**config.mk**
```make
export PLATFORM = sky130hd
export DESIGN_NAME = pwr_path_seq
export DESIGN_NICKNAME = d
export VERILOG_FILES = /design/src/rtl/pps_pkg.sv /design/src/rtl/pps_tick_timer.sv /design/src/rtl/pps_fsm.sv /design/src/rtl/pwr_path_seq.sv
export SDC_FILE = /design/constraint.sdc
export NUM_CORES = 1
export LEC_CHECK = 0
export ABC_AREA = 0
export ABC_CLOCK_PERIOD_IN_PS = 2960
export BUFFER_PORTS_ARGS = -buffer_cell sky130_fd_sc_hd__buf_2
export CAP_MARGIN = 25
export CORE_AREA = 2 2 60 62
export DETAILED_ROUTE_END_ITERATION = 16
export DIE_AREA = 0 0 62 64
export GPL_TIMING_DRIVEN = 0
export HOLD_SLACK_MARGIN = 0.12
export PLACE_DENSITY_LB_ADDON = 0.1
export SETUP_SLACK_MARGIN = 0.15
export SYNTH_ARGS = -nofsm -noshare
export SYNTH_HDL_FRONTEND = slang
export SYNTH_HIERARCHICAL = 1
export SYNTH_SLANG_ARGS = --single-unit
```
**constraint.sdc**
```tcl
create_clock -name clk -period 2.96 [get_ports clk]
set_input_delay 0.444 -clock clk [delete_from_list [all_inputs] [get_ports clk]]
set_output_delay 0.444 -clock clk [all_outputs]
set_load 0.01 [all_outputs]
```
**src/rtl/pps_pkg.sv**
```systemverilog
package pps_pkg;

    typedef enum logic [1:0] {
        ST_BAT    = 2'd0,
        ST_TO_ADP = 2'd1,
        ST_ADP    = 2'd2,
        ST_TO_BAT = 2'd3
    } pps_state_e;

    localparam logic [1:0] STAT_DEAD = 2'b00;
    localparam logic [1:0] STAT_BAT  = 2'b01;
    localparam logic [1:0] STAT_ADP  = 2'b10;

    typedef struct packed {
        pps_state_e state;
        logic       adp_on;
        logic       bat_on;
        logic [1:0] stat;
    } pps_regs_t;

endpackage

```
**src/rtl/pps_tick_timer.sv**
```systemverilog
module pps_tick_timer #(
    parameter int LIMIT = 10
) (
    input  logic clk,
    input  logic rst_n,
    input  logic clear,
    input  logic tick,
    output logic done
);
    localparam int CW = (LIMIT > 1) ? $clog2(LIMIT) : 1;
    localparam logic [CW-1:0] LAST = CW'(LIMIT - 1);

    logic [CW-1:0] cnt_d, cnt_q;

    always_comb begin
        done  = !clear && tick && (cnt_q == LAST);
        cnt_d = cnt_q;
        if (clear || done) begin
            cnt_d = '0;
        end else if (tick) begin
            cnt_d = cnt_q + 1'b1;
        end
    end

    always_ff @(posedge clk or negedge rst_n) begin
        if (!rst_n) cnt_q <= '0;
        else        cnt_q <= cnt_d;
    end
endmodule

```
**src/rtl/pps_fsm.sv**
```systemverilog
module pps_fsm
    import pps_pkg::*;
(
    input  logic       clk,
    input  logic       rst_n,
    input  logic       adp_awake,
    input  logic       vcc_uvlo,
    input  logic       adp_ovp,
    input  logic       vcc_near_bat,
    input  logic       qual_done,
    input  logic       dead_done,
    output logic       qual_clr,
    output logic       dead_clr,
    output logic       adp_on,
    output logic       bat_on,
    output logic [1:0] stat
);
    pps_regs_t r_d, r_q;
    logic      supply_ok;

    always_comb begin
        supply_ok = adp_awake && !adp_ovp && !vcc_uvlo;
        qual_clr  = !((r_q.state == ST_BAT) && supply_ok);
        dead_clr  = !((r_q.state == ST_TO_ADP) || (r_q.state == ST_TO_BAT));

        r_d = r_q;
        unique case (r_q.state)
            ST_BAT: begin
                if (qual_done) r_d.state = ST_TO_ADP;
            end
            ST_TO_ADP: begin
                if (!supply_ok)     r_d.state = ST_BAT;
                else if (dead_done) r_d.state = ST_ADP;
            end
            ST_ADP: begin
                if (vcc_uvlo)                     r_d.state = ST_BAT;
                else if (adp_ovp || vcc_near_bat) r_d.state = ST_TO_BAT;
            end
            ST_TO_BAT: begin
                if (vcc_uvlo || dead_done) r_d.state = ST_BAT;
            end
            default: r_d.state = ST_BAT;
        endcase

        r_d.adp_on = (r_d.state == ST_ADP);
        r_d.bat_on = (r_d.state == ST_BAT);
        unique case (r_d.state)
            ST_BAT:  r_d.stat = STAT_BAT;
            ST_ADP:  r_d.stat = STAT_ADP;
            default: r_d.stat = STAT_DEAD;
        endcase
    end

    always_ff @(posedge clk or negedge rst_n) begin
        if (!rst_n) begin
            r_q.state  <= ST_BAT;
            r_q.adp_on <= 1'b0;
            r_q.bat_on <= 1'b1;
            r_q.stat   <= STAT_BAT;
        end else begin
            r_q <= r_d;
        end
    end

    assign adp_on = r_q.adp_on;
    assign bat_on = r_q.bat_on;
    assign stat   = r_q.stat;
endmodule

```
**src/rtl/pwr_path_seq.sv**
```systemverilog
module pwr_path_seq #(
    parameter int QUAL_TICKS = 30000,
    parameter int DEAD_TICKS = 10
) (
    input  logic       clk,
    input  logic       rst_n,
    input  logic       time_tick,
    input  logic       adp_awake,
    input  logic       vcc_uvlo,
    input  logic       adp_ovp,
    input  logic       vcc_near_bat,
    output logic       adp_sw_on,
    output logic       bat_sw_on,
    output logic [1:0] src_stat
);
    logic qual_clr, dead_clr, qual_done, dead_done;

    pps_tick_timer #(.LIMIT(QUAL_TICKS)) u_qual_tmr (
        .clk   (clk),
        .rst_n (rst_n),
        .clear (qual_clr),
        .tick  (time_tick),
        .done  (qual_done)
    );

    pps_tick_timer #(.LIMIT(DEAD_TICKS)) u_dead_tmr (
        .clk   (clk),
        .rst_n (rst_n),
        .clear (dead_clr),
        .tick  (time_tick),
        .done  (dead_done)
    );

    pps_fsm u_fsm (
        .clk          (clk),
        .rst_n        (rst_n),
        .adp_awake    (adp_awake),
        .vcc_uvlo     (vcc_uvlo),
        .adp_ovp      (adp_ovp),
        .vcc_near_bat (vcc_near_bat),
        .qual_done    (qual_done),
        .dead_done    (dead_done),
        .qual_clr     (qual_clr),
        .dead_clr     (dead_clr),
        .adp_on       (adp_sw_on),
        .bat_on       (bat_sw_on),
        .stat         (src_stat)
    );
endmodule

```
==> results.py, run 1 <==
metrics = {
    "outcome": {
        "status": "finished, final reports clean",
    },
    "sta": {
        "max_freq_mhz": 407.3,
        "min_period_ps": 2455,
        "setup_viol": 0,
        "finClkSkew_ps": 3.109,
        "rsz0062_at_grt": "no",
        "fin_tns_setup_ps": 0,
        "maxSlewViolCount": 0,
        "finalCritPeriodShare": 0.8295,
        "max-slew-margin-rel": 0.6617,
        "hold_violations": 0,
        "worst_pin_slew_ps": 507.5,
    },
    "synthesis": {
        "yosys.area.top_type": "dfrtp_1",
        "ys.flop_type": "dfrtp_1",
        "synthTopCellsByArea": "dfrtp_1, xnor2_1, nor2_2",
        "synth_edf_count": 0,
        "yosysSeqAreaShare": 0.4463,
        "synth_seq_cells": 23,
        "synth-async-reset-ratio": 1.000,
        "muxShareOfSynthArea": 0.01549,
        "ys_types": 43,
        "synth-adder-area-share": 0.02904,
        "syn-instance-count": 124,
        "yosys.area.top_type_share": 0.4259,
        "synthXorXnorAreaFrac": 0.09487,
        "synth_top_family_by_area": "simple AND/OR/NAND/NOR gates",
        "synth_area_mm2": 0.001292,
        "yosys_warnings": 6,
        "synth_compound_area_frac": 0.06873,
        "synth_fp_nets": 134,
        "yosys.area_share.simple": 0.2953,
        "synth.avg_cell_area_um2": 10.42,
    },
    "power_and_ir_drop": {
        "vdd.ir_drop.worst_mv": 0.1247,
        "power.switching_mw": 0.1085,
        "swShare": 0.2230,
        "finalPower_mw": 0.4865,
        "power.internal_mw": 0.3780,
        "pwr-share-clk": 0.296,
        "seq_power_share": 0.648,
        "powerDensity_mw_per_mm2": 338.7,
        "p_comb_frac": 0.056,
        "p_leak_nw": 0.5469,
    },
    "grt": {
        "grt_pass1_vias": 959,
        "grt_pass1_wl_um": 4284,
        "antenna_found_initial": 0,
        "grt_max_degree": 24,
        "grt_overflow_total": 0,
        "track_usage": 0.1382,
    },
    "cts": {
        "cts_setup_buffers": 0,
        "cts_hold_buf": 1,
        "h-tree-depth": 1,
        "postCtsResizedCells": 0,
        "cts_tree": "done",
        "cts_inserted_buffers": 3,
        "clk_latency_ps": 300,
        "cts_sinks": 23,
        "clockBufferDepth": 2,
        "clkTransAtPathRegs_ps": 120,
        "root_buffer": "clkbuf_4",
    },
    "floorplan": {
        "dieArea_mm2": 0.003968,
        "io_pins": 11,
        "coreArea_mm2": 0.003284,
        "num_rows": 21,
        "initial_core_util": 0.3935,
        "die_height_um": 64,
        "die_w_um": 62,
    },
    "drt": {
        "routedWlPerCell_um": 12.03,
        "drc_errors": 0,
        "drtAntennaViolNets": 0,
        "drtIter0Drc": 6,
        "via_count": 926,
        "routed_wl_um": 2225,
        "vias_per_cell": 5.005,
        "dr.pass1.iters": 4,
    },
    "cells_and_area": {
        "diodes": 0,
        "drive_gt1_frac": 0.2446,
        "final_core_util": 0.4373,
        "syn2layout_area_growth_pct": 11.13,
        "postLayoutCellArea_mm2": 0.001436,
        "nNetsFinal": 150,
    },
    "run": {
        "drv_cap": 0,
    },
    "placement": {
        "place_area_mm2": 0.001400,
        "gp_congestion": 0.6783,
        "port_buffers": 10,
        "hpwl_um": 1641,
    },
    "worst_setup_path": {
        "path_class": "flop to flop",
        "worstPathArrival_ps": 2660,
        "critPathRequiredTime_ps": 3170,
        "reg2reg_slack_ps": 500,
        "critPathMaxFanout": 10,
        "cp-start-kind": "flop",
        "cp-end-kind": "flop",
    },
    "min_path": {
        "worstHoldPathType": "input port to flop",
    },
}
-- cell usage after synthesis, types with 2 or more instances --
library cell / count
a21oi_1: 3
and4b_1: 2
buf_4: 2
dfrtp_1: 22
ha_1: 3
inv_1: 5
mux2i_1: 2
nand2_1: 6
nand2b_1: 3
nand3_1: 5
nand3b_1: 3
nand4_1: 3
nor2_1: 8
nor2_2: 10
nor3_1: 2
nor4_1: 4
o21ai_0: 2
or4_1: 2
xnor2_1: 9
xor2_1: 5
-- power by group through the flow --
stage          registers [mW]  logic, mW  clock network (mW)
2_1_floorplan           0.321     0.0116                   0
3_3_place_gp            0.321     0.0264                   0
3_5_place_dp            0.321     0.0271                   0
4_1_cts                 0.315     0.0282               0.156
5_1_grt                 0.316     0.0306               0.174
6_report                0.315     0.0271               0.144
-- per-layer routing --
metal,vias up,GRT usage,part of all wire
li1,465,-,-
met1,449,0.1793,0.48
met2,10,0.2266,0.50
met3,2,0.01215,0.012
met4,0,0.06117,0.012
met5,-,0,0
-- metrics by stage --
step / hold slack, ps / setup slack (ps) / instances
5_1_grt: 344.1 / 338.7 / 185
4_1_cts: 340.6 / 465.9 / 185
3_5_place_dp: 457.2 / 342.6 / 180
3_3_place_gp: 450.2 / 350.8 / 180
6_report: 349.8 / 504.8 / 185
2_1_floorplan: 148.4 / 675.5 / 124
-- state kept, by name, summed over array words and instances (netlist names) --
name              flops
u_dead_tmr/cnt_q      4
u_qual_tmr/cnt_q     15
u_fsm/r_q             2
u_fsm/bat_on          1
u_fsm/adp_on          1
-- final cells by class --
type                    instances  area [µm²]
multi-input cells              92       650.6
repair buffers                 11       60.06
clock buffers                   4       26.28
flip-flops and latches         23       576.8
well taps                      46       57.56
inverters                       5       18.77
fillers                       332        1848
plain buffers                   4       46.29
-- critical path, cell delays in order, from the launching register on --
cell and delay [ps]:
dfrtp_1 460, or4_1 570, or4b_1 530, nor4_2 330, or2_1 160, buf_6 130
buf_12 140, nor2_2 40
-- path summary, 6_finish.rpt --
kind / startpoint / end / depth (start not counted)
max: u_fsm/r_q[5] / u_qual_tmr/cnt_q[5] / 7
min: vcc_uvlo / u_fsm/r_q[5] / 2
max reg2reg: u_fsm/r_q[5] / u_qual_tmr/cnt_q[5] / 7
min reg2reg: u_qual_tmr/cnt_q[14] / u_qual_tmr/cnt_q[14] / 2
max in group asynchronous: rst_n / u_fsm/bat_on / 2
min in group asynchronous: rst_n / u_qual_tmr/cnt_q[2] / 2
-- layout by cell type, fill, tap and decap left out, types with 3 or more instances in the layout --
master	n
nand2_1	6
inv_1	5
nor2_1	8
xor2_1	5
a21oi_1	3
dfrtp_1	22
nand3_1	5
nand4_1	3
clkbuf_4	3
nand2b_1	3
nor4_1	4
ha_1	3
nor2_2	10
buf_2	10
xnor2_1	9
nand3b_1	3
-- kinds of logic (layout without fill, tap and decap cells) --
logic type / Yosys count / in the layout
and+or+nand+nor: 61 / 61
DFF: 23 / 23
xor gates and xnor gates: 14 / 14
AOI/OAI and AO/OA: 12 / 12
buffers and inverters: 9 / 24
adders and majority gates: 3 / 3
muxes: 2 / 2
(Power assumes the default switching activity.)
==> run 2: changes to the inputs <==
--- a/config.mk
+++ b/config.mk
@@ -6,7 +6,7 @@
 export NUM_CORES = 1
 export LEC_CHECK = 0
 export ABC_AREA = 0
-export ABC_CLOCK_PERIOD_IN_PS = 2960
+export ABC_CLOCK_PERIOD_IN_PS = 2200
 export BUFFER_PORTS_ARGS = -buffer_cell sky130_fd_sc_hd__buf_2
 export CAP_MARGIN = 25
 export CORE_AREA = 2 2 60 62
==> constraint.sdc (replaced) <==
create_clock -name clk -period 2.2 [get_ports clk]
set_input_delay 0.33 -clock clk [delete_from_list [all_inputs] [get_ports clk]]
set_output_delay 0.33 -clock clk [all_outputs]
set_load 0.01 [all_outputs]
==> run 2 against run 1 <==
  * Register-to-register slack lost 490 ps
  * Die area is the same
  * Clock power grew 40%
  * Clock skew grew 6.8 ps
  * Maximum frequency grew 12%
  * Largest power group unchanged
  * Highest routed layer unchanged
==> results.py, run 2 (same netlist as run 1, synthesis figures left out) <==
metrics = {
    "outcome": {
        "status": "finished, final reports clean",
    },
    "placement": {
        "hpwl_um": 1632,
        "port_buffers": 10,
        "gp_congestion": 0.7325,
        "pre_cts_slack_ps": -141.4,
        "place_area_mm2": 0.001400,
    },
    "sta": {
        "setup_slack_ps": 12.08,
        "max-slew-margin-rel": 0.6570,
        "maxSlewViolCount": 0,
        "setup_viol": 0,
        "rsz0062_at_grt": "yes",
        "finalCritPeriodShare": 0.9945,
        "max_freq_mhz": 457.1,
        "hold_violations": 0,
        "worst_pin_slew_ps": 514.6,
        "finClkSkew_ps": 9.876,
        "min_period_ps": 2188,
    },
    "cells_and_area": {
        "reg.largest.list": "u_qual_tmr/cnt_q: 15 flops, u_dead_tmr/cnt_q: 4 flops, u_fsm/r_q: 2 flops",
        "syn2layout_area_growth_pct": 20.14,
        "diodes": 0,
        "drive_gt1_frac": 0.3542,
        "nNetsFinal": 155,
        "layout_common_cells": "dfrtp_1, nor2_2, buf_2",
        "final_core_util": 0.4728,
        "largest-register": "u_qual_tmr/cnt_q",
        "postLayoutCellArea_mm2": 0.001553,
        "layout_commonest_cell": "dfrtp_1",
        "largest_reg_flops": 15,
    },
    "grt": {
        "grt_pass1_vias": 972,
        "track_usage": 0.1452,
        "antenna_found_initial": 0,
        "grt_overflow_total": 0,
        "grt_pass1_wl_um": 4312,
        "grt_max_degree": 24,
    },
    "drt": {
        "vias_per_cell": 4.968,
        "dr.pass1.iters": 4,
        "drc_errors": 0,
        "via_count": 944,
        "drtIter0Drc": 36,
        "drtAntennaViolNets": 0,
        "routed_wl_um": 2417,
        "routedWlPerCell_um": 12.72,
    },
    "floorplan": {
        "num_rows": 21,
        "dieArea_mm2": 0.003968,
        "initial_core_util": 0.3935,
        "die_w_um": 62,
        "io_pins": 11,
        "die_height_um": 64,
        "coreArea_mm2": 0.003284,
    },
    "cts": {
        "cts_sinks": 23,
        "root_buffer": "clkbuf_4",
        "cts_inserted_buffers": 3,
        "clk_latency_ps": 320,
        "clkTransAtPathRegs_ps": 130,
        "h-tree-depth": 1,
        "cts_tree": "done",
        "clockBufferDepth": 2,
    },
    "min_path": {
        "min_from": "vcc_uvlo",
        "min_to": "u_fsm/r_q[5]",
        "min_path_cells": 2,
        "worstHoldPathType": "input port to flop",
    },
    "worst_setup_path": {
        "r2r_cells": 7,
        "critPathMaxFanout": 10,
        "critPathRequiredTime_ps": 2410,
        "reg2reg_from": "u_fsm/r_q[4]",
        "cp-start-kind": "flop",
        "cp-end-kind": "flop",
        "reg2reg_slack_ps": 10,
        "path_class": "flop to flop",
        "worstPathArrival_ps": 2400,
        "rr_endpoint": "u_qual_tmr/cnt_q[11]",
    },
    "run": {
        "drv_cap": 0,
    },
    "power_and_ir_drop": {
        "vdd.ir_drop.worst_mv": 0.1729,
        "powerDensity_mw_per_mm2": 430.9,
        "p_leak_nw": 0.5966,
    },
}
run 2: cell count changes in the layout (fill, tap and decap cells not counted), sizes merged:
cell | before | now
buf | 14 | 19
clkbuf | 4 | 3
clkinvlp | 0 | 1
run 2: worst max-delay path, stage by stage, from the launching register on:
cell and delay (ps):
dfrtp_2 430, or4_4 520, or4b_4 500, nor4_4 160
or2_1 170, buf_6 120, buf_12 130, nor2_2 40
run 2: where the power goes:
| group | switching [mW] | internal (mW) | leakage (nW) |
|---|---|---|---|
| Clock | 0.131 | 0.0694 | 0.0139 |
| Combinational | 0.0257 | 0.0185 | 0.267 |
| Sequential | 0.000770 | 0.423 | 0.316 |
run 2: worst max path at each step:
stage | start | endpoint | slack, ps | cells after the start
after CTS | u_fsm/r_q[4] | u_qual_tmr/cnt_q[11] | -7 | 7
after floorplan | u_fsm/r_q[4] | u_qual_tmr/cnt_q[8] | 130 | 7
after global routing | u_fsm/r_q[4] | u_qual_tmr/cnt_q[11] | -100 | 7
after global placement | adp_ovp | u_qual_tmr/cnt_q[13] | -140 | 9
after detailed placement | adp_ovp | u_qual_tmr/cnt_q[11] | -140 | 9
final | u_fsm/r_q[4] | u_qual_tmr/cnt_q[11] | 10 | 7
run 2: stage by stage:
step | power (mW) | std cells | setup TNS (ps) | hold WS (ps)
6_report | 0.6691 | 190 | 0 | 237.3
2_1_floorplan | 0.4477 | 124 | 0 | 34.41
3_3_place_gp | 0.4678 | 180 | -1417 | 334.8
4_1_cts | 0.6823 | 189 | -24.17 | 209.7
3_5_place_dp | 0.4680 | 180 | -1396 | 334.9
5_1_grt | 0.7121 | 190 | -1083 | 211.5
run 2: area by class of cell:
cell class                 instances  area, µm²
sequential                        23      578.1
tap                               46      57.56
fill                             337       1732
multi-input combinational         92      708.2
inverter                           5      18.77
clock buffer                       3      22.52
buffer                             4      46.29
timing repair buffer              16      113.9
clock inverter                     1      7.507
run 2: per-layer routing:
metal  vias up  global-route usage  share of wire
met5         -                   0              0
met4         0             0.06383         0.0083
met3         2             0.01822          0.024
met2        11              0.2201           0.48
met1       458              0.2025           0.49
li1        473                   -              -
run 2: what timing repair did:
action	in CTS	in global routing
buffers inserted	4	1
gates resized for setup	8	8
setup endpoints to repair	17	17
endpoints found under the hold margin	22	0
gates cloned	0	0
hold buffers	1	0
pin swaps	2	5
